**src/rtl/romRdPkg.sv**
```systemverilog
package romRdPkg;
  typedef struct packed {
    logic load;
    logic ceOn;
    logic oeOn;
    logic capture;
  } rdStrobe_t;

  typedef enum logic [1:0] {
    ST_IDLE   = 2'd0,
    ST_GAP    = 2'd1,
    ST_ACCESS = 2'd2
  } rdState_t;
endpackage

```
**src/rtl/romRdCtrl.sv**
```systemverilog
module romRdCtrl
  import romRdPkg::*;
#(
  parameter int ACC_CYC   = 6,
  parameter int OE_CYC    = 3,
  parameter int FLOAT_CYC = 2
) (
  input  logic       clk,
  input  logic       rstN,
  input  logic       reqValid,
  input  logic       sameDev,
  output logic       reqReady,
  output rdStrobe_t  strobe
);
  localparam int  CW         = $clog2(ACC_CYC + 1);
  localparam int  GW         = $clog2(FLOAT_CYC + 2);
  localparam int  OE_LEAD    = ACC_CYC - OE_CYC;
  localparam bit  OE_AT_START = (OE_LEAD == 0);

  rdState_t        state, nextState;
  logic [CW-1:0]   cnt;
  logic [GW-1:0]   gapCnt;
  logic            gapFull;

  assign gapFull = (gapCnt >= GW'(FLOAT_CYC));

  always_comb begin
    strobe    = '0;
    nextState = state;
    reqReady  = (state == ST_IDLE);
    case (state)
      ST_IDLE: begin
        if (reqValid) begin
          strobe.load = 1'b1;
          if (sameDev || gapFull) begin
            strobe.ceOn = 1'b1;
            strobe.oeOn = OE_AT_START;
            nextState   = ST_ACCESS;
          end else begin
            nextState = ST_GAP;
          end
        end
      end
      ST_GAP: begin
        if (gapFull) begin
          strobe.ceOn = 1'b1;
          strobe.oeOn = OE_AT_START;
          nextState   = ST_ACCESS;
        end
      end
      ST_ACCESS: begin
        if (OE_LEAD > 0 && cnt == CW'(OE_LEAD - 1)) strobe.oeOn = 1'b1;
        if (cnt == CW'(ACC_CYC - 1)) begin
          strobe.capture = 1'b1;
          nextState      = ST_IDLE;
        end
      end
      default: nextState = ST_IDLE;
    endcase
  end

  always_ff @(posedge clk) begin
    if (!rstN) begin
      state  <= ST_IDLE;
      cnt    <= '0;
      gapCnt <= GW'(FLOAT_CYC);
    end else begin
      state <= nextState;
      if (strobe.ceOn)             cnt <= '0;
      else if (state == ST_ACCESS) cnt <= cnt + 1'b1;
      if (strobe.capture)          gapCnt <= '0;
      else if (!gapFull)           gapCnt <= gapCnt + 1'b1;
    end
  end


  busy_after_accept_chk: assert property (@(posedge clk) disable iff (!rstN)
    (reqValid && reqReady) |=> !reqReady);


  same_dev_no_gap_chk: assert property (@(posedge clk) disable iff (!rstN)
    (reqValid && reqReady && sameDev) |=> (state == ST_ACCESS));
endmodule

```
**src/rtl/romRdDatapath.sv**
```systemverilog
module romRdDatapath
  import romRdPkg::*;
#(
  parameter int NUM_DEV    = 4,
  parameter int DEV_ADDR_W = 16,
  parameter int DATA_W     = 16,
  parameter int SEL_W      = 2
) (
  input  logic                          clk,
  input  logic                          rstN,
  input  rdStrobe_t                     strobe,
  input  logic [DEV_ADDR_W+SEL_W-1:0]   reqAddr,
  input  logic [DATA_W-1:0]             busData,
  output logic                          sameDev,
  output logic [DEV_ADDR_W-1:0]         busAddr,
  output logic [NUM_DEV-1:0]            busCeN,
  output logic                          busOeN,
  output logic                          rspValid,
  output logic [DATA_W-1:0]             rspData
);
  localparam int ADDR_W = DEV_ADDR_W + SEL_W;

  logic [DEV_ADDR_W-1:0] addrQ;
  logic [SEL_W-1:0]      devQ, lastDevQ, newDev;
  logic                  ceActive, oeQ;

  assign newDev  = reqAddr[ADDR_W-1 -: SEL_W];
  assign sameDev = (newDev == lastDevQ);
  assign busAddr = addrQ;
  assign busOeN  = !oeQ;

  for (genvar d = 0; d < NUM_DEV; d++) begin : g_ce
    assign busCeN[d] = !(ceActive && devQ == SEL_W'(d));
  end

  always_ff @(posedge clk) begin
    if (!rstN) begin
      addrQ    <= '0;
      devQ     <= '0;
      lastDevQ <= '0;
      ceActive <= 1'b0;
      oeQ      <= 1'b0;
      rspValid <= 1'b0;
      rspData  <= '0;
    end else begin
      rspValid <= strobe.capture;
      if (strobe.load) begin
        addrQ <= reqAddr[DEV_ADDR_W-1:0];
        devQ  <= newDev;
      end
      if (strobe.ceOn) ceActive <= 1'b1;
      if (strobe.oeOn) oeQ      <= 1'b1;
      if (strobe.capture) begin
        rspData  <= busData;
        lastDevQ <= devQ;
        ceActive <= 1'b0;
        oeQ      <= 1'b0;
      end
    end
  end


  single_ce_chk: assert property (@(posedge clk) disable iff (!rstN)
    $countones(~busCeN) <= 1);


  oe_needs_ce_chk: assert property (@(posedge clk) disable iff (!rstN)
    !busOeN |-> !(&busCeN));


  addr_hold_chk: assert property (@(posedge clk) disable iff (!rstN)
    (!(&busCeN) && !strobe.capture) |=> $stable(busAddr));


  rsp_pulse_chk: assert property (@(posedge clk) disable iff (!rstN)
    rspValid |=> !rspValid);


  joint_release_chk: assert property (@(posedge clk) disable iff (!rstN)
    $rose(busOeN) |-> (&busCeN));
endmodule

```
**src/rtl/romReadCtrl.sv**
```systemverilog
module romReadCtrl
  import romRdPkg::*;
#(
  parameter int NUM_DEV    = 4,
  parameter int DEV_ADDR_W = 16,
  parameter int DATA_W     = 16,
  parameter int ACC_CYC    = 6,
  parameter int OE_CYC     = 3,
  parameter int FLOAT_CYC  = 2,
  localparam int SEL_W     = $clog2(NUM_DEV),
  localparam int ADDR_W    = DEV_ADDR_W + SEL_W
) (
  input  logic                   clk,
  input  logic                   rstN,
  input  logic                   reqValid,
  input  logic [ADDR_W-1:0]      reqAddr,
  output logic                   reqReady,
  output logic                   rspValid,
  output logic [DATA_W-1:0]      rspData,
  output logic [DEV_ADDR_W-1:0]  busAddr,
  output logic [NUM_DEV-1:0]     busCeN,
  output logic                   busOeN,
  input  logic [DATA_W-1:0]      busData
);
  rdStrobe_t strobe;
  logic      sameDev;

  romRdCtrl #(
    .ACC_CYC(ACC_CYC), .OE_CYC(OE_CYC), .FLOAT_CYC(FLOAT_CYC)
  ) u_ctrl (
    .clk(clk), .rstN(rstN), .reqValid(reqValid), .sameDev(sameDev),
    .reqReady(reqReady), .strobe(strobe)
  );

  romRdDatapath #(
    .NUM_DEV(NUM_DEV), .DEV_ADDR_W(DEV_ADDR_W), .DATA_W(DATA_W), .SEL_W(SEL_W)
  ) u_dp (
    .clk(clk), .rstN(rstN), .strobe(strobe), .reqAddr(reqAddr),
    .busData(busData), .sameDev(sameDev), .busAddr(busAddr),
    .busCeN(busCeN), .busOeN(busOeN), .rspValid(rspValid), .rspData(rspData)
  );
endmodule

```
**config.mk**
```make
export PLATFORM = sky130hd
export DESIGN_NAME = romReadCtrl
export DESIGN_NICKNAME = d
export VERILOG_FILES = /design/src/rtl/romRdPkg.sv /design/src/rtl/romRdCtrl.sv /design/src/rtl/romRdDatapath.sv /design/src/rtl/romReadCtrl.sv
export SDC_FILE = /design/constraint.sdc
export NUM_CORES = 1
export LEC_CHECK = 0
export ABC_AREA = 1
export BUFFER_PORTS_ARGS = -buffer_cell sky130_fd_sc_hd__buf_2
export CAP_MARGIN = 10
export CELL_PAD_IN_SITES_DETAIL_PLACEMENT = 0
export CELL_PAD_IN_SITES_GLOBAL_PLACEMENT = 1
export CORE_MARGIN = 2
export CORE_UTILIZATION = 30
export CTS_BUF_LIST = sky130_fd_sc_hd__clkbuf_4
export CTS_CLUSTER_SIZE = 14
export DETAILED_ROUTE_END_ITERATION = 6
export PLACE_DENSITY_LB_ADDON = 0.12
export SLEW_MARGIN = 20
export SYNTH_ARGS = -nofsm -noshare
export SYNTH_HDL_FRONTEND = slang
export SYNTH_SLANG_ARGS = --single-unit
```
**constraint.sdc**
```tcl
create_clock -name clk -period 2.4 [get_ports clk]
set_clock_uncertainty 0.2 [all_clocks]
set_input_delay 0.72 -clock clk [delete_from_list [all_inputs] [get_ports clk]]
set_output_delay 0.72 -clock clk [all_outputs]
set_load 0.005 [all_outputs]
```
-- After elaboration in Yosys (flattened, before gate mapping)
Index checks and enable logic that the tools add are counted.
Widths: inputs -> output; s select.
- output and inout port bits: 39
- register bits: 46
- logic and storage cells: 58
- bits of input ports: 37
- reduce and logical (&&, ||, !) cells: 15
- magnitude comparators: 1
- multiplexer cells: 16
- bitwise operators: 1
- equality and inequality tests: 12
- $add $sub $neg: 2
- operators with widths (operator ; count):
    $mux 2 ; 8
    $eq 2x2->1 const B ; 3
    $ne 2x1->1 const B ; 3
    $pmux 2 s3 ; 1
    $logic_not 1->1 ; 5
    $eq 2x1->1 const B ; 2
    $logic_and 1x1->1 ; 4
    $logic_not 2->1 ; 2
    $mux 1 ; 4
    $reduce_or 2->1 ; 2
    $add 3x1->3 const B ; 1
    $eq 3x2->1 const B ; 1
    $eq 3x3->1 const B ; 1
    $mux 3 ; 1
    $pmux 1 s3 ; 1
    $reduce_and 3->1 ; 1
    $add 2x1->2 const B ; 1
    $eq 2x2->1 ; 1
    $ge 2x2->1 const B ; 1
    $ne 2x2->1 const B ; 1
    $pmux 1 s2 ; 1
    $logic_or 1x1->1 ; 1
    $not 1->1 ; 1

-- Longest topological paths before layout
- depth after elaboration: 6
- mapped depth: 8
- depth with buffers taken out: 8

-- Modules after synthesis
A second synthesis with hierarchy kept.
- cell total of the unflattened synthesis: 237
- area, all modules: 1811.7 um^2
- by module, submodules not included (module ; area an instance (um^2) ; cells each ; times used ; seq. area each (um^2)):
    romRdDatapath ; 1401.3 ; 182 ; 1 ; 780.7
    romRdCtrl ; 410.4 ; 55 ; 1 ; 140.1

-- Worst setup path after synthesis
OpenSTA, ideal clock, no wires.
- path type: input -> register
- from: in rstN
- to: reg u_dp.rspData[10]
- required time: 2.088 ns
- path slack: 0.936 ns
- arrival: 1.152 ns
- buffers on the path: 1
- stages on the path: 5
- library setup time: 0.112 ns
- path through: nand4_4 -> clkinv_2 -> buf_12 -> nand2_1 -> nand2_1
- RTL lines (element ; RTL line ; source):
    start: declaration ; romReadCtrl.sv:14 ; input logic rstN,
    end signal: assignment ; romRdDatapath.sv:54 ; rspData <= busData;
    end: declaration ; romRdDatapath.sv:19 ; output logic [DATA_W-1:0] rspData

-- Final worst setup path
- from: reg u_ctrl.state[0]
- to: out reqReady
- cells in the longest elaborated chain, start to end: 1
- ends and longest elaborated chain (element ; RTL line ; source):
    start: declaration ; romRdCtrl.sv:20 ; rdState_t state, nextState;
    start signal: assignment ; romRdCtrl.sv:68 ; state <= nextState;
    $logic_not 2->1 ; romRdCtrl.sv:30 ; reqReady = (state == ST_IDLE);
    end: declaration ; romReadCtrl.sv:17 ; output logic reqReady,
No other way between the ends.

==> summary.md <==
| Metric | Value |
|---|---|
| Synth top cells by count | `nand2_1, dfxtp_1, nor2_1` |
| Post-CTS Setup Bufs | `0` |
| RSZ-0062 raised after global routing | `no` |
| ANT nets after route | `0` |
| Worst vdd ir | `~260 µV` |
| Synthesized cell area | `1790 µm²` |
| Max clock buf depth | `2` |
| Post-layout min period | `2.02 ns` |
| Internal Dissipation | `roughly 1000 µW` |
| CTS resizes | `0` |
| Total CTS buffers | `5` |
| Clock Power Share | `approximately 25%` |
| Yosys reg bits | `46` |
| Worst path bufs/invs | `1` |
| Register-to-register setup slack | `around 0.8 ns` |
| 1st-pass router iterations | `4` |
| Layout cell share with drive strength beyond 1 | `around a third` |
| Layout Utilization | `around 39%` |
| H-tree depth | `2` |
| Critical Path AT | `between 1 and 1.5 ns` |
| Endpoints failing setup | `0` |
| Setup TNS | `0 ns` |
| Post-synth EDFFs | `0` |
| Port Buffer Count | `75` |
| Crit path max-delay family | `flip-flops` |
| Fmax achieved | `between 400 and 500 MHz` |
| Area Overhead vs Synth | `26.4%` |
| Reg clk slew, reported paths | `0.14 ns` |
| Total track usage | `between 10% and 20%` |
| Drt via density | `approximately 4.3` |
| Cell breakdown of the critical path | `nor2_2 > buf_2` |
| Logic pwr share | `about 17%` |
| FP Rows | `28` |
| Cell with the most instances after synthesis | `nand2_1` |
| Synth top area cells | `dfxtp_1, nand2_1, nor2_1` |
| Largest net degree at the start of global routing | `28` |
| Post-DP HPWL | `about 2900 µm` |
| Initial Utilization | `between 30 and 40%` |
| Async S/R FF share, synth | `0%` |
| Part of the power in registers | `between 50% and 60%` |
| Max-Cap Viols | `0` |
| Final Hold Viols | `0` |
| Syn nets | `between 200 and 300` |
| CP peak stage delay | `between 0.3 and 0.4 ns` |
| Critical-path top delay cell | `dfxtp_1` |
| Synth top area share | `between 50 and 60%` |
| Clock Latency Late Sink | `~0.36 ns` |
| WL per Instance | `10.9 µm` |
| Slew Limit Fails | `0` |
| # IOs | `76` |
| Psw | `423 µW` |
| Power density over the cells | `roughly 650 nW/µm²` |
| Crit Path Max Fanout | `4` |
| Fin crit share | `a little over four fifths` |
| DIE AREA | `about 6600 µm²` |
| Main flop type after synthesis | `dfxtp_1` |
| Core footprint | `between 5000 and 6000 µm²` |
| Status | `complete, no violations` |
| DRC viols | `0` |
| Via count of the routed design | `1,622` |
| Post-Route WL | `between 4000 and 5000 µm` |
| Vias in the first global route | `1,415` |
| Crit path kind | `reg -> out` |
| Die Width | `about 80 µm` |
| Worst EP required | `roughly 1.5 ns` |
| LEAKAGE | `around 0.0012 µW` |
| Startpoint types | `flip-flop` |
| Syn Inst Count | `227` |
| CTS tree | `built` |
| Antenna violations before repair | `0` |
| Cell taking the most area after synthesis | `dfxtp_1` |
| N_diodes | `0` |
| Synth unique cells | `25` |
| Hold/Removal Path Class | `reg -> reg` |
| Nets | `around 340` |
| CP endpoint kind | `output port` |
| 1st-iter DRT viols | `43` |
| Die height | `between 80 and 90 µm` |
| Slew headroom | `between 60% and 70%` |
| Sequential element share of the synthesized area | `roughly half` |
| Clock sink count | `46` |
| Yosys warns | `0` |
| Switching part of the total | `~29%` |
| Worst slew pin tran | `around 0.5 ns` |
| First-pass GRT wire length | `~6500 µm` |
| Avg Cell Area, Syn | `slightly below 8 µm²` |
| Root Driver | `clkbuf_4` |
| Hold buffers post-CTS | `0` |
| GP Congestion | `between 0.6 and 0.7` |
| Grt ovf | `0` |
==> worst register-to-register path, stage by stage (launching register included) <==
cell and delay (ns):
dfxtp_1 0.38, nor2_2 0.22, nand2_2 0.27, inv_2 0.32, nor2_1 0.07, nor2_1 0.10
==> logic make-up after synthesis <==
logic type | synth area share, %
and+or+nand+nor | 30.1
DFF | 51.5
AOI/OAI and AO/OA | 7.98
buffers and inverters | 7.35
adders and majority gates | 2.10
xor gates and xnor gates | 0.980
==> final timing paths <==
| check | startpoint | end | cells past startpoint |
|---|---|---|---|
| max | u_ctrl.state[0] | reqReady | 2 |
| min | u_dp.oeQ | u_dp.oeQ | 2 |
| max reg2reg | u_ctrl.state[0] | u_dp.busAddr[6] | 5 |
| min reg2reg | u_dp.oeQ | u_dp.oeQ | 2 |
==> metal layers <==
| layer | GRT usage [%] | vias to the layer above | share of wire (%) |
|---|---|---|---|
| li1 | - | 863 | - |
| met1 | 16.0 | 698 | 46 |
| met2 | 20.3 | 57 | 43 |
| met3 | 5.11 | 4 | 9.4 |
| met4 | 4.58 | 0 | 1.1 |
| met5 | 0 | - | 0 |
==> registers in the layout, indices dropped and copies added, names as in the netlist <==
register,cells
u_ctrl.state,2
u_dp.rspData,16
u_dp.devQ,2
u_dp.ceActive,1
u_dp.rspValid,1
u_dp.oeQ,1
u_ctrl.cnt,3
u_dp.busAddr,16
u_ctrl.gapCnt,2
u_dp.lastDevQ,2
==> cell type report <==
type                       instances  area (µm²)
multi-input combinational        153         736
clock buffer                       6        45.0
timing repair buffer              76         383
inverter                          19        72.6
clock inverter                     2        8.76
sequential                        46         921
fill                             667        3590
tap                               75        93.8
==> power groups by stage <==
stage,sequential (µW),combinational (µW),clock [µW]
CTS,845,250,391
global placement,863,250,0
global route,853,282,430
detailed placement,862,249,0
finish,844,244,371
floorplan,864,146,0
==> placed cells by master (no fill, tap or decap), drive strengths merged, types with 2 or more instances in the layout <==
| master | n |
|---|---|
| buf | 76 |
| nand2 | 54 |
| dfxtp | 46 |
| nor2 | 38 |
| nand3 | 24 |
| o21ai | 19 |
| inv | 18 |
| a21oi | 7 |
| clkbuf | 6 |
| ha | 3 |
| clkinv | 3 |
| o22ai | 2 |
| xor2 | 2 |
==> stage by stage <==
stage	instances	setup slack (ns)	hold WS [ns]	power, µW	cell area (µm²)
after floorplan	227	0.936	0.239	1010	1790
after global placement	369	0.458	0.242	1110	2210
after detailed placement	369	0.430	0.247	1110	2210
after CTS	377	0.337	0.267	1490	2260
after global routing	377	0.284	0.299	1560	2260
final	377	0.376	0.267	1460	2260
Power figures use the tool's default switching activity.
